==> src/rtl/dischg_pkg.sv <==
package dischg_pkg;
  typedef enum logic [2:0] {
    ST_RUN   = 3'd0,
    ST_SLEEP = 3'd1,
    ST_PROT  = 3'd2,
    ST_QUAL  = 3'd3,
    ST_READY = 3'd4
  } guard_state_t;
endpackage

==> src/rtl/dischg_cell_cmp.sv <==
module dischg_cell_cmp #(
  parameter int CELLS   = 4,
  parameter int CODE_W  = 12,
  parameter int UV_BASE = 2500,
  parameter int UV_STEP = 100
) (
  input  logic [CELLS*CODE_W-1:0] cells_i,
  input  logic [1:0]              uv_sel_i,
  input  logic [CODE_W-1:0]       rel_thr_i,
  output logic                    any_under_o,
  output logic                    all_above_o
);
  localparam int NSEL = 4;

  logic [CODE_W-1:0] thr_tab [NSEL];
  logic [CODE_W-1:0] uv_thr;
  logic [CELLS-1:0]  under;
  logic [CELLS-1:0]  above;

  // threshold table computed from base and step
  for (genvar s = 0; s < NSEL; s++) begin : g_thr
    assign thr_tab[s] = CODE_W'(UV_BASE + s * UV_STEP);
  end

  assign uv_thr = thr_tab[uv_sel_i];

  for (genvar c = 0; c < CELLS; c++) begin : g_cell
    logic [CODE_W-1:0] code;
    assign code     = cells_i[c*CODE_W +: CODE_W];
    assign under[c] = (code < uv_thr);
    assign above[c] = (code > rel_thr_i);
  end

  assign any_under_o = |under;
  assign all_above_o = &above;
endmodule

==> src/rtl/dischg_delay_timer.sv <==
module dischg_delay_timer #(
  parameter int CNT_W = 16
) (
  input  logic             clk,
  input  logic             rst,
  input  logic             en_i,
  input  logic             cond_i,
  input  logic             tick_i,
  input  logic [CNT_W-1:0] limit_i,
  output logic             done_o
);
  logic [CNT_W-1:0] cnt_q;
  logic             hit;

  assign hit    = (cnt_q == limit_i);
  assign done_o = en_i && cond_i && tick_i && hit;

  always_ff @(posedge clk) begin
    if (rst) begin
      cnt_q <= '0;
    end else if (!en_i || !cond_i) begin
      cnt_q <= '0;
    end else if (tick_i && !hit) begin
      cnt_q <= cnt_q + 1'b1;
    end
  end

  // a broken qualifying condition restarts the count
  a_r3_restart: assert property (@(posedge clk) disable iff (rst)
    (en_i && !cond_i) |=> (cnt_q == '0));

  // completion with a nonzero limit needs the condition held before
  a_r1_done_history: assert property (@(posedge clk) disable iff (rst)
    (done_o && limit_i != '0 && $past(limit_i) == limit_i && !$past(rst))
      |-> ($past(cond_i) && $past(en_i)));
endmodule

==> src/rtl/dischg_seq_fsm.sv <==
module dischg_seq_fsm
  import dischg_pkg::*;
(
  input  logic       clk,
  input  logic       rst,
  input  logic       trip_i,
  input  logic       rel_done_i,
  input  logic       wake_i,
  input  logic       host_sleep_i,
  input  logic       host_chg_wr_i,
  input  logic       host_chg_on_i,
  input  logic       host_dsg_wr_i,
  input  logic       host_dsg_on_i,
  output logic       run_o,
  output logic       qual_o,
  output logic       dsg_off_o,
  output logic       chg_off_o,
  output logic       reg_en_o,
  output logic [2:0] state_o
);
  guard_state_t st_q, st_d;
  logic chg_on_q, chg_on_d;
  logic dsg_on_q, dsg_on_d;
  logic dsg_off_d, chg_off_d, reg_en_d;

  always_comb begin
    st_d     = st_q;
    chg_on_d = chg_on_q;
    dsg_on_d = dsg_on_q;
    unique case (st_q)
      ST_RUN: begin
        if (trip_i || host_sleep_i) begin
          st_d = ST_SLEEP;
        end else begin
          if (host_chg_wr_i) chg_on_d = host_chg_on_i;
          if (host_dsg_wr_i) dsg_on_d = host_dsg_on_i;
        end
      end
      ST_SLEEP: begin
        if (wake_i) st_d = ST_PROT;
      end
      ST_PROT: begin
        if (host_sleep_i)                         st_d = ST_SLEEP;
        else if (host_chg_wr_i && host_chg_on_i)  st_d = ST_QUAL;
      end
      ST_QUAL: begin
        if (host_sleep_i)                         st_d = ST_SLEEP;
        else if (host_chg_wr_i && !host_chg_on_i) st_d = ST_PROT;
        else if (rel_done_i)                      st_d = ST_READY;
      end
      ST_READY: begin
        if (host_sleep_i)                         st_d = ST_SLEEP;
        else if (host_chg_wr_i && !host_chg_on_i) st_d = ST_PROT;
        else if (host_dsg_wr_i && host_dsg_on_i) begin
          st_d     = ST_RUN;
          chg_on_d = 1'b1;
          dsg_on_d = 1'b1;
        end
      end
      default: st_d = ST_SLEEP;
    endcase
  end

  always_comb begin
    unique case (st_d)
      ST_RUN: begin
        dsg_off_d = !dsg_on_d; chg_off_d = !chg_on_d; reg_en_d = 1'b1;
      end
      ST_SLEEP: begin
        dsg_off_d = 1'b1; chg_off_d = 1'b1; reg_en_d = 1'b0;
      end
      ST_PROT: begin
        dsg_off_d = 1'b1; chg_off_d = 1'b1; reg_en_d = 1'b1;
      end
      default: begin
        dsg_off_d = 1'b1; chg_off_d = 1'b0; reg_en_d = 1'b1;
      end
    endcase
  end

  always_ff @(posedge clk) begin
    if (rst) begin
      st_q      <= ST_RUN;
      chg_on_q  <= 1'b1;
      dsg_on_q  <= 1'b1;
      dsg_off_o <= 1'b0;
      chg_off_o <= 1'b0;
      reg_en_o  <= 1'b1;
    end else begin
      st_q      <= st_d;
      chg_on_q  <= chg_on_d;
      dsg_on_q  <= dsg_on_d;
      dsg_off_o <= dsg_off_d;
      chg_off_o <= chg_off_d;
      reg_en_o  <= reg_en_d;
    end
  end

  assign run_o   = (st_q == ST_RUN);
  assign qual_o  = (st_q == ST_QUAL);
  assign state_o = st_q;

  // sleep holds both switches off and the regulator down
  a_r4_sleep_levels: assert property (@(posedge clk) disable iff (rst)
    (st_q == ST_SLEEP) |-> (dsg_off_o && chg_off_o && !reg_en_o));

  // discharge only turns on from run or ready
  a_r9_dsg_gate: assert property (@(posedge clk) disable iff (rst)
    (!dsg_off_o && $past(dsg_off_o))
      |-> ($past(st_q) == ST_RUN || $past(st_q) == ST_READY));

  // wake from sleep lands in the protected state
  a_r6_wake_prot: assert property (@(posedge clk) disable iff (rst)
    (st_q == ST_SLEEP && wake_i) |=> (st_q == ST_PROT));
endmodule

==> src/rtl/dischg_guard_seq.sv <==
module dischg_guard_seq #(
  parameter int CELLS   = 4,
  parameter int CODE_W  = 12,
  parameter int CNT_W   = 16,
  parameter int UV_BASE = 2500,
  parameter int UV_STEP = 100
) (
  input  logic                    clk,
  input  logic                    rst,
  input  logic [CELLS*CODE_W-1:0] cells_i,
  input  logic [1:0]              uv_sel_i,
  input  logic [CODE_W-1:0]       rel_thr_i,
  input  logic [CNT_W-1:0]        det_dly_i,
  input  logic [CNT_W-1:0]        rel_dly_i,
  input  logic                    tick_i,
  input  logic                    wake_i,
  input  logic                    host_sleep_i,
  input  logic                    host_chg_wr_i,
  input  logic                    host_chg_on_i,
  input  logic                    host_dsg_wr_i,
  input  logic                    host_dsg_on_i,
  output logic                    dsg_off_o,
  output logic                    chg_off_o,
  output logic                    reg_en_o,
  output logic [2:0]              state_o
);
  logic any_under, all_above;
  logic run, qual, trip, rel_done;

  dischg_cell_cmp #(
    .CELLS(CELLS), .CODE_W(CODE_W), .UV_BASE(UV_BASE), .UV_STEP(UV_STEP)
  ) cmp_i (
    .cells_i(cells_i), .uv_sel_i(uv_sel_i), .rel_thr_i(rel_thr_i),
    .any_under_o(any_under), .all_above_o(all_above)
  );

  dischg_delay_timer #(.CNT_W(CNT_W)) det_tmr_i (
    .clk(clk), .rst(rst), .en_i(run), .cond_i(any_under), .tick_i(tick_i),
    .limit_i(det_dly_i), .done_o(trip)
  );

  dischg_delay_timer #(.CNT_W(CNT_W)) rel_tmr_i (
    .clk(clk), .rst(rst), .en_i(qual), .cond_i(all_above), .tick_i(tick_i),
    .limit_i(rel_dly_i), .done_o(rel_done)
  );

  dischg_seq_fsm fsm_i (
    .clk(clk), .rst(rst), .trip_i(trip), .rel_done_i(rel_done),
    .wake_i(wake_i), .host_sleep_i(host_sleep_i),
    .host_chg_wr_i(host_chg_wr_i), .host_chg_on_i(host_chg_on_i),
    .host_dsg_wr_i(host_dsg_wr_i), .host_dsg_on_i(host_dsg_on_i),
    .run_o(run), .qual_o(qual), .dsg_off_o(dsg_off_o), .chg_off_o(chg_off_o),
    .reg_en_o(reg_en_o), .state_o(state_o)
  );
endmodule

==> config.mk <==
export PLATFORM = sky130hd
export DESIGN_NAME = dischg_guard_seq
export DESIGN_NICKNAME = d
export VERILOG_FILES = /design/src/rtl/dischg_pkg.sv /design/src/rtl/dischg_cell_cmp.sv /design/src/rtl/dischg_delay_timer.sv /design/src/rtl/dischg_seq_fsm.sv /design/src/rtl/dischg_guard_seq.sv
export SDC_FILE = /design/constraint.sdc
export NUM_CORES = 1
export LEC_CHECK = 0
export ABC_AREA = 1
export BUFFER_PORTS_ARGS = -buffer_cell sky130_fd_sc_hd__buf_4
export CORE_UTILIZATION = 35
export DETAILED_ROUTE_END_ITERATION = 10
export SYNTH_ARGS = -nofsm -noshare
export SYNTH_HDL_FRONTEND = slang
export SYNTH_SLANG_ARGS = --single-unit
==> constraint.sdc <==
create_clock -name clk -period 3 [get_ports clk]
set_input_delay 0.3 -clock clk [delete_from_list [all_inputs] [get_ports clk]]
set_output_delay 0.3 -clock clk [all_outputs]
set_load 0.02 [all_outputs]
After elaboration in Yosys (flattened, before gate mapping)
Cells that the tools add are included.
{ "word_totals": {"regBits": 40, "inputBits": 103, "out_inout_bits": 6, "wordCells": 87} }
{ "classes": {"n_addsub": 2, "order_cmp": 9, "n_eq_ne": 8, "n_mux": 29, "bitwise_logic": 1, "n_reduce_logical": 30} }
{ "op_table": {"columns": ["operator", "count"], "rows": [
  ["$gt 12x12->1", 4],
  ["$lt 12x12->1", 4],
  ["$add 16x1->16 const B", 2],
  ["$eq 16x16->1", 2],
  ["$mux 3", 10],
  ["$bmux 12 s2", 1],
  ["$mux 12", 2],
  ["$pmux 3 s5", 1],
  ["$mux 1", 12],
  ["$logic_and 1x1->1", 11],
  ["$eq 3x2->1 const B", 3],
  ["$logic_not 1->1", 9],
  ["$eq 3x1->1 const B", 2],
  ["$logic_not 3->1", 2],
  ["$pmux 1 s2", 3],
  ["$reduce_or 2->1", 3],
  ["$reduce_and 4->1", 1],
  ["$reduce_or 4->1", 1],
  ["$eq 3x3->1 const B", 1],
  ["$ge 3x3->1 const B", 1],
  ["$logic_or 1x1->1", 3],
  ["$not 2->3", 1]
]} }

Depth between registers and ports, before layout
Gate-level depths: netlist of the first run.
{ "logic_depth": {"word_depth": 15, "ltp_mapped": 20, "mapped_depth_nobuf": 20} }

Hierarchy
From an unflattened synthesis of the first run, not the netlist that was laid out.
{ "hier_totals": {"cells_unflattened": 862, "hier_area_um2": 5076.1} }
{ "modules_own_cells": {"columns": ["mod", "n_inst", "cells_each", "area_per_inst_um2", "seq_area_each_um2"], "rows": [
  ["dischg_delay_timer", 2, 223, 1261.2, 320.3],
  ["dischg_cell_cmp", 1, 321, 2008.2, 0.0],
  ["dischg_seq_fsm", 1, 95, 545.5, 160.2]
]} }

Worst setup path before layout of the first run
No wires, ideal clock.
{ "synth_timing": {"path_kind": "input to register", "startpoint": "input uv_sel_i[0]", "endpoint": "register fsm_i.chg_off_o", "setup_ns": 0.109, "arrival_time_ns": 2.124, "required_ns": 2.891, "setup_slack_ns": 0.767, "path_stages": 19, "path_buffers": 0, "cell_sequence": "inv_1 > ha_1 > inv_1 > ha_1 > nand2_1 > nor3b_1 > nand3b_1 > nand3_1 > nand2_1 > inv_1 > nand2_1 > nand3_1 > nand2_1 > nand2_1 > nand3_4 > nor2_2 > nand2_1 > nand2_1 > inv_1"} }
{ "synth_between": {"elab_chain_len": 15, "word_cells_on_any_way": 23, "cone_classes": "order compare: 4; eq/ne: 2; mux: 8; bitwise: 1; reduce/logical: 8"} }
{ "synth_lines": {"columns": ["item", "line_no", "rtl"], "rows": [
  ["start, declared", "dischg_guard_seq.sv:11", "input logic [1:0] uv_sel_i,"],
  ["$not 2->3 (implied by the code) *", "dischg_cell_cmp.sv:25", "assign uv_thr = thr_tab[uv_sel_i];"],
  ["$bmux 12 s2 *", "dischg_cell_cmp.sv:25", null],
  ["$mux 12 (implied by the code) * (2 in a row)", "dischg_cell_cmp.sv:25", null],
  ["$lt 12x12->1", "dischg_cell_cmp.sv:30", "assign under[c] = (code < uv_thr);"],
  ["$reduce_or 4->1 *", "dischg_cell_cmp.sv:34", "assign any_under_o = |under;"],
  ["$logic_and 1x1->1 * (3 in a row)", "dischg_delay_timer.sv:16", "assign done_o = en_i && cond_i && tick_i && hit;"],
  ["$logic_or 1x1->1 *", "dischg_seq_fsm.sv:32", "if (trip_i || host_sleep_i) begin"],
  ["$mux 3", "dischg_seq_fsm.sv:32", null],
  ["$pmux 3 s5", "dischg_seq_fsm.sv:30", "unique case (st_q)"],
  ["$eq 3x2->1 / $eq 3x1->1 (equally long branches)", "dischg_seq_fsm.sv:65", "unique case (st_d)"],
  ["$reduce_or 2->1 (no line)", null, null],
  ["$pmux 1 s2 *", "dischg_seq_fsm.sv:65", null],
  ["end signal, assigned", "dischg_seq_fsm.sv:94", "chg_off_o <= chg_off_d;"],
  ["end, declared", "dischg_seq_fsm.sv:17", "output logic chg_off_o,"]
]} }
Every way passes the cells marked *; elsewhere a longest branch is shown, timed or not. The select of a mux whose other input is x is not followed.
A chain may end at the register's enable or synchronous reset.

Worst setup path in the final report of the first run
Ends and elaborated chain as after synthesis.

==> run metrics, run 1 <==
Fmax=0.410 GHz; r2r endpoint=fsm_i.chg_off_o$_SDFF_PP0_; synthesized net count=876; number of fill cells=1328; Inserted Clock Buffers=5; CTS tree=built; drt wl/cell=11.7 microns; diode count=0; top cell type by total area after synthesis=ha_1; crit path launch type=input pin; Via density=4.50; WL met1=5810 microns; Tmin final=2.44 ns; worst skew pair latency=0.28 ns; max cap viols=0; core area=0.0127 sq mm; Worst Hold Class=in -> reg; initial core utilization=0.360; CTS Buffer Depth=2; Post-synth EDFFs=0; initial antenna violation count=0; Yosys reg bits=40; outcome=finished clean; die area=0.0135 sq mm; Mean Syn Cell Area=6.59 sq um; GPL Wtd Cong=0.838; Main synth FF type=dfxtp_1; global-route wire length before repair=19600 microns; sequential area share after synthesis=0.176; P_leak=3.04 nW; CTS sink count=40; Flop pwr share=0.330; crit path cell chain=buf_4 > inv_1 > ha_1 > inv_1 > ha_1 > nand2_1 > nor3b_1 > nand3b_1 > nand3_1 > nand2_1 > inv_1 > nand2_1 > nand3_1 > nand2_1 > nand2_1 > nand3_4 > nor2_2 > nand2_1 > nand2_1 > inv_1; Final Core Density=0.454; Sw Pwr=499 uW; Sw Share=0.298; Layout area overhead=26.1%; GR Overflow Total=0; IR drop worst, VDD=0.212 mV; CTS clk-pin slew, worst paths=0.06 ns; crit path from=uv_sel_i[0]; R2R depth=17; most frequent cell after synthesis=nand2_1; Root Driver=clkbuf_16; area of the multi-input gates=0.00333 sq mm; largest net degree at the start of global routing=13; die height=116 microns; Top Ports=109; Int Pwr=1.18 mW; Post-DP HPWL=9890 microns; Critical Path RT=3.19 ns; hold_buf cts=0; vias in the first global route=4260; RSZ-0062 raised after global routing=no; pwr/cell area=291 mW/mm^2; most frequent cells after synthesis=183 x nand2_1, 110 x inv_1, 81 x ha_1, 61 x nor2_1, 43 x a21oi_1; Buffers & Inverters on Critical Path=5; max layer used=met4; drt total wl=11500 microns; Vias=4408; Yosys warnings=0; Most common cell on crit path=nand2_1; post-route insts no fill=980; Nets=991; DRT iter0 DRCs=169; ys async rst share=0; ANT nets after route=0; Synth top area share=0.222; CP Class=in -> reg; final setup vio count=0; cell depth of the worst setup path=20; postcts setup bufs=0; setup TNS=0 ns; Rel. slew slack=0.614; Cells after Synth=692; final max-slew violation count=0; Met3 Wirelength=504 microns; design area=0.00575 sq mm; slew of the pin with the lowest slew margin=0.575 ns; Die W=116 microns; Reg2Reg Launch Point=rel_tmr_i.cnt_q[14]$_SDFFE_PP0P_; CP top delay family=simple AND/OR/NAND/NOR gates; mapped cell area=0.00456 sq mm; ratio of cells with drive above 1 in the final layout=0.189; total track usage=0.185; post-place instance area=0.00559 sq mm; Worst Setup EP=fsm_i.chg_off_o$_SDFF_PP0_; Clock Power Share=0.362; period utilization=0.812; distinct cell type count after synthesis=36; slowest CP cell=ha_1; crit end category=flop; combinational group share of total power=0.307; critical path data arrival time=2.62 ns; DRC viols=0; peak per-stage delay on the critical path=0.30 ns; Rows=41; final hold violation count=0; CP max FO=7; Reg area=801 sq um; Cells after DPL=972; R2R Setup Slk=1.14 ns; drt pass-1 iters=4; met2 wire len=5020 microns; H-tree Lvls=2; Port Buf Inserts=108; skew final=0.00239 ns; post_cts resized=0; Area contributors post-synth=ha_1 22%, dfxtp_1 18%, nand2_1 15%, inv_1 9.1%, nor2_1 5.0%
==> power by group through the flow <==
stage               sequential [mW]  combinational, mW  clock (mW)
detailed placement            0.565              0.517           0
global placement              0.566              0.515           0
CTS                           0.553              0.521       0.623
finish                        0.553              0.515       0.607
global route                  0.555              0.600       0.641
floorplan                     0.572              0.294           0
==> worst min-delay path by stage <==
stage | start | slack (ns) | depth (start not counted) | endpoint
after floorplan | rst | 0.37 | 1 | fsm_i.state_o[1]$_SDFF_PP0_
final | rst | 0.19 | 2 | fsm_i.state_o[1]$_SDFF_PP0_
after global routing | rst | 0.19 | 2 | fsm_i.state_o[1]$_SDFF_PP0_
after CTS | rst | 0.19 | 2 | fsm_i.state_o[1]$_SDFF_PP0_
after global placement | det_tmr_i.cnt_q[15]$_SDFFE_PP0P_ | 0.46 | 1 | det_tmr_i.cnt_q[15]$_SDFFE_PP0P_
after detailed placement | det_tmr_i.cnt_q[15]$_SDFFE_PP0P_ | 0.47 | 1 | det_tmr_i.cnt_q[15]$_SDFFE_PP0P_
==> cell type report <==
cell class,instances,area share
clock inverter,2,0.00609
tap,172,0.0374
multi-input combinational,537,0.578
sequential,40,0.139
timing repair buffer,109,0.142
inverter,114,0.0744
clock buffer,6,0.0224
==> cell usage in the layout (no fill, tap or decap), types with 5 or more instances in the layout <==
cell type  synthesis  routed
a21o_1             8       8
buf_4              0     109
clkbuf_16          0       5
a21oi_1           43      43
nand4_1           12      12
ha_1              81      81
nand2_2            6       6
nand2_1          183     183
inv_1            110     110
nor2_2             5       5
xor2_1            18      18
o21a_1             6       6
nor2_4             5       5
o21ai_0           21      21
dfxtp_1           40      40
nor3_1            11      11
xnor2_1            9       9
nand3_1           28      28
nand3_2            5       5
nor2_1            61      61
==> registers in the layout, indices dropped and copies added, names as in the netlist <==
name             flops
det_tmr_i.cnt_q     16
rel_tmr_i.cnt_q     16
fsm_i.reg_en_o       1
fsm_i.state_o        3
fsm_i.chg_on_q       1
fsm_i.dsg_on_q       1
fsm_i.dsg_off_o      1
fsm_i.chg_off_o      1
==> per-stage QoR <==
step	total power, mW	hold slack [ns]	setup WS, ns
2_1_floorplan	0.866	0.372	0.767
3_3_place_gp	1.08	0.464	0.341
3_5_place_dp	1.08	0.469	0.273
4_1_cts	1.70	0.185	0.569
5_1_grt	1.80	0.193	0.292
6_report	1.67	0.191	0.563
==> kinds of logic (layout without fill, tap and decap cells) <==
family / Yosys count / in the layout / share of synthesized area
AO/OA/AOI/OAI: 88 / 88 / 0.107
XOR/XNOR: 27 / 27 / 0.0519
adder cells (fa/ha/maj): 81 / 81 / 0.222
buffers and inverters: 115 / 231 / 0.0949
flip-flops: 40 / 40 / 0.176
AND/OR/NAND/NOR: 341 / 341 / 0.348
==> metal layers <==
| metal | global-route usage | vias to the layer above |
|---|---|---|
| met1 | 0.256 | 1845 |
| met3 | 0.0280 | 13 |
| met2 | 0.304 | 76 |
| met5 | 0 | - |
| met4 | 0.0376 | 0 |
| li1 | - | 2474 |
(Power assumes the default switching activity.)
==> inputs of run 2 (changes only) <==
clock period = 2.45 ns   (was 3 ns; I/O delays follow)
==> run 2 against run 1 <==
Against the previous run: non-clock buffer count grew 6; register-to-register slack worse by 0.58 ns; total power up 26%; final cell count is 0.61% higher; cell area increased by 1.2%; critical path depth shrank 1; global-route usage is 0.094 points higher; flip-flop and latch count is the same; first-iteration DRC count rose by 18%; critical endpoint unchanged.
==> run metrics, run 2 (same netlist as run 1, synthesis figures left out) <==
global-route wire length before repair=19700 microns; Top Ports=109; IR drop worst, VDD=0.249 mV; GR Overflow Total=0; Setup WS post-layout=0.331 ns; Layout area overhead=27.7%; Die W=116 microns; H-tree Lvls=2; die height=116 microns; postcts setup bufs=0; CTS Buffer Depth=2; ANT nets after route=0; CTS clk-pin slew, worst paths=0.06 ns; P_leak=3.08 nW; Final Core Density=0.460; vias in the first global route=4285; RSZ-0062 raised after global routing=no; skew final=0.00522 ns; CTS sink count=40; crit path launch type=input pin; die area=0.0135 sq mm; period utilization=0.865; final hold violation count=0; DRC viols=0; HP Start=rst; initial antenna violation count=0; Nets=997; pwr/cell area=363 mW/mm^2; Worst Hold Class=in -> reg; worst skew pair latency=0.29 ns; initial core utilization=0.360; commonest non-fill, non-tap cell in the layout=nand2_1; CP max FO=3; outcome=finished clean; pre-CTS setup slack=-0.0411 ns; drt wl/cell=12.0 microns; Rel. slew slack=0.640; Inserted Clock Buffers=5; crit path from=uv_sel_i[0]; core area=0.0127 sq mm; DRT iter0 DRCs=200; Reg2Reg Launch Point=rel_tmr_i.cnt_q[14]$_SDFFE_PP0P_; max cap viols=0; largest net degree at the start of global routing=14; drt total wl=11800 microns; post_cts resized=0; Post-DP HPWL=10100 microns; total track usage=0.186; Tmin final=2.12 ns; CTS tree=built; Root Driver=clkbuf_16; critical path data arrival time=2.36 ns; R2R Setup Slk=0.56 ns; Via density=4.50; GPL Wtd Cong=0.841; Rows=41; Port Buf Inserts=108; drt pass-1 iters=4; final max-slew violation count=0; Critical Path RT=2.69 ns; ratio of cells with drive above 1 in the final layout=0.198; Fmax=0.472 GHz; hold_buf cts=0; setup TNS=0 ns; CP Class=in -> reg; diode count=0; slew of the pin with the lowest slew margin=0.535 ns; crit end category=flop; most frequent cells in the layout=183 x nand2_1, 115 x buf_4, 110 x inv_1, 80 x ha_1, 61 x nor2_1; final setup vio count=0; Vias=4439
[run 2: power by group]
part	leakage [nW]	internal (mW)	switching (mW)
Clock	0.0871	0.510	0.283
Combinational	2.67	0.304	0.340
Sequential	0.324	0.665	0.0115
Total	3.08	1.48	0.635
[run 2: path summary, 6_finish.rpt]
kind	cells after the start	end
hold reg to reg	2	rel_tmr_i.cnt_q[15]$_SDFFE_PP0P_
setup reg to reg	17	fsm_i.chg_off_o$_SDFF_PP0_
hold / removal	2	fsm_i.state_o[1]$_SDFF_PP0_
setup / recovery	19	fsm_i.chg_off_o$_SDFF_PP0_
[run 2: layout make-up]
class,count,area (sq um)
Clock inverter,2,38.8
Tap cell,172,215
Clock buffer,6,139
Inverter,114,428
Multi-Input combinational cell,537,3340
Sequential cell,40,801
Timing Repair Buffer,115,863
Fill cell,1355,6850
[run 2: worst max-delay path, stage by stage]
cell     delay (ns)
buf_4          0.08
inv_1          0.08
ha_4           0.18
buf_4          0.13
ha_1           0.28
a21o_1         0.18
o21ai_0        0.20
nand3_1        0.11
nand2_1        0.07
inv_1          0.03
nand2_1        0.09
nand3_1        0.10
nand2_1        0.11
nand2_1        0.11
nand3_1        0.13
nand2_1        0.07
nand2_1        0.07
nand2_1        0.05
inv_1          0.04
[run 2: metrics by stage]
stage / hold WS [ns] / cell area (sq um) / power [mW] / cells
finish: 0.141 / 5820 / 2.11 / 986
global route: 0.151 / 5820 / 2.26 / 986
CTS: 0.132 / 5810 / 2.14 / 986
detailed placement: 0.442 / 5630 / 1.33 / 978
global placement: 0.441 / 5630 / 1.33 / 978
floorplan: 0.317 / 4560 / 1.06 / 692
[run 2: metal layers]
metal | routed length [microns] | vias up | track usage
li1 | - | 2487 | -
met1 | 6120 | 1850 | 0.256
met5 | 0 | - | 0
met2 | 5120 | 92 | 0.303
met4 | 106 | 0 | 0.0462
met3 | 459 | 10 | 0.0275
==> inputs of run 3 (changes only) <==
CORE_UTILIZATION = 30   (was 35)
REMOVE_ABC_BUFFERS = 1   (was default)
==> run 3 against run 2 <==
Against the previous run: the flow now finishes with violations (DRC); count of clock-buffer cells in the layout is 2 higher; register-to-register slack better by 0.04 ns; utilization is 6.4 points lower; sequential power hardly changed; die area is 16% higher; highest routed layer unchanged.
==> run metrics, run 3 (same netlist as run 1, synthesis figures left out) <==
Reg area=801 sq um; P_leak=3.07 nW; RSZ-0062 raised after global routing=no; Setup WS post-layout=0.245 ns; outcome=finished, violations left; CTS tree=built; number of fill cells=1564; Cells after DPL=991; postcts setup bufs=0; period utilization=0.900; CTS sink count=40; H-tree Lvls=2; Inserted Clock Buffers=5; Vias=4504; worst skew pair latency=0.28 ns; CTS Buffer Depth=2; total track usage=0.159; CTS clk-pin slew, worst paths=0.05 ns; drt pass-1 iters=7; CP Class=in -> reg; die height=125 microns; area of the multi-input gates=0.00334 sq mm; Post-DP HPWL=10500 microns; diode count=0; drt wl/cell=11.9 microns; final setup vio count=0; Die W=125 microns; global-route wire length before repair=20300 microns; pwr/cell area=340 mW/mm^2; CP max FO=4; largest net degree at the start of global routing=12; Root Driver=clkbuf_16; vias in the first global route=4369; initial antenna violation count=0; Top Ports=109; pre-CTS setup slack=-0.0784 ns; ANT nets after route=0; Via density=4.51; Rel. slew slack=0.583; final hold violation count=0; skew final=0.00438 ns; DRC viols=4; IR drop worst, VDD=0.287 mV; core area=0.0147 sq mm; slew of the pin with the lowest slew margin=0.620 ns; post_cts resized=0; max cap viols=0; GPL Wtd Cong=0.850; GR Overflow Total=0; Tot Pwr=1.97 mW; most frequent cells in the layout=183 x nand2_1, 116 x buf_4, 110 x inv_1, 81 x ha_1, 61 x nor2_1; crit path launch type=input pin; ratio of cells with drive above 1 in the final layout=0.198; Critical Path RT=2.62 ns; post-route insts no fill=999; initial core utilization=0.310; failing checks=DRC; Rows=44; Nets=998; Layout area overhead=27.5%; drt total wl=11900 microns; Worst Hold Class=in -> reg; Port Buf Inserts=108; critical path data arrival time=2.38 ns; crit end category=flop; hold_buf cts=0; Fmax=0.454 GHz; final max-slew violation count=0; commonest non-fill, non-tap cell in the layout=nand2_1; Tmin final=2.20 ns; DRT iter0 DRCs=177; die area=0.0157 sq mm
## run 3: cell count changes in the layout (fill, tap and decap cells not counted), sizes merged
cell,before,now
buf,115,116
clkinv,2,1
clkbuf,6,8
bufinv,1,0
## run 3: path summary, 6_finish.rpt
kind	startpoint	to	slack [ns]	cells past startpoint
setup reg to reg	rel_tmr_i.cnt_q[9]$_SDFFE_PP0P_	fsm_i.chg_off_o$_SDFF_PP0_	0.60	17
hold / removal	rst	fsm_i.state_o[1]$_SDFF_PP0_	0.16	2
setup / recovery	uv_sel_i[0]	fsm_i.reg_en_o$_SDFF_PP1_	0.25	18
hold reg to reg	rel_tmr_i.cnt_q[15]$_SDFFE_PP0P_	rel_tmr_i.cnt_q[15]$_SDFFE_PP0P_	0.47	2
## run 3: per-stage QoR
step / hold WS [ns] / area [sq um] / util / TNS (ns)
after global placement: 0.441 / 5660 / 0.385 / -0.0470
after global routing: 0.154 / 5810 / 0.395 / 0
after CTS: 0.150 / 5800 / 0.395 / 0
final: 0.159 / 5810 / 0.395 / 0
after detailed placement: 0.445 / 5660 / 0.385 / -0.185
after floorplan: 0.317 / 4560 / - / 0
## run 3: layout make-up
type / count / area share
Multi-Input combinational cell: 537 / 0.574
Timing Repair Buffer: 116 / 0.150
Sequential cell: 40 / 0.138
Inverter: 114 / 0.0736
Tap cell: 184 / 0.0396
Clock buffer: 8 / 0.0252
## run 3: metal layers
layer	wire, microns	global-route usage
met2	5190	0.264
met3	416	0.0180
met1	6200	0.223
met5	0	0
met4	101	0.0280
## run 3: critical path, stage by stage
cell and delay, ns:
buf_4 0.09, inv_1 0.05, ha_1 0.23, buf_4 0.15, ha_1 0.28, a21o_1 0.17
o21ai_0 0.19, nand3_1 0.10, nand2_1 0.07, inv_1 0.03, nand2_1 0.10, nand3_1 0.10
nand2_1 0.12, nand2_1 0.12, nand3_4 0.15, nand2_1 0.06, inv_1 0.07, nand2_1 0.04
## run 3: report_power, final
group	internal [mW]	switching, mW
clock network	0.406	0.242
registers	0.665	0.0126
logic	0.304	0.344
total	1.37	0.599
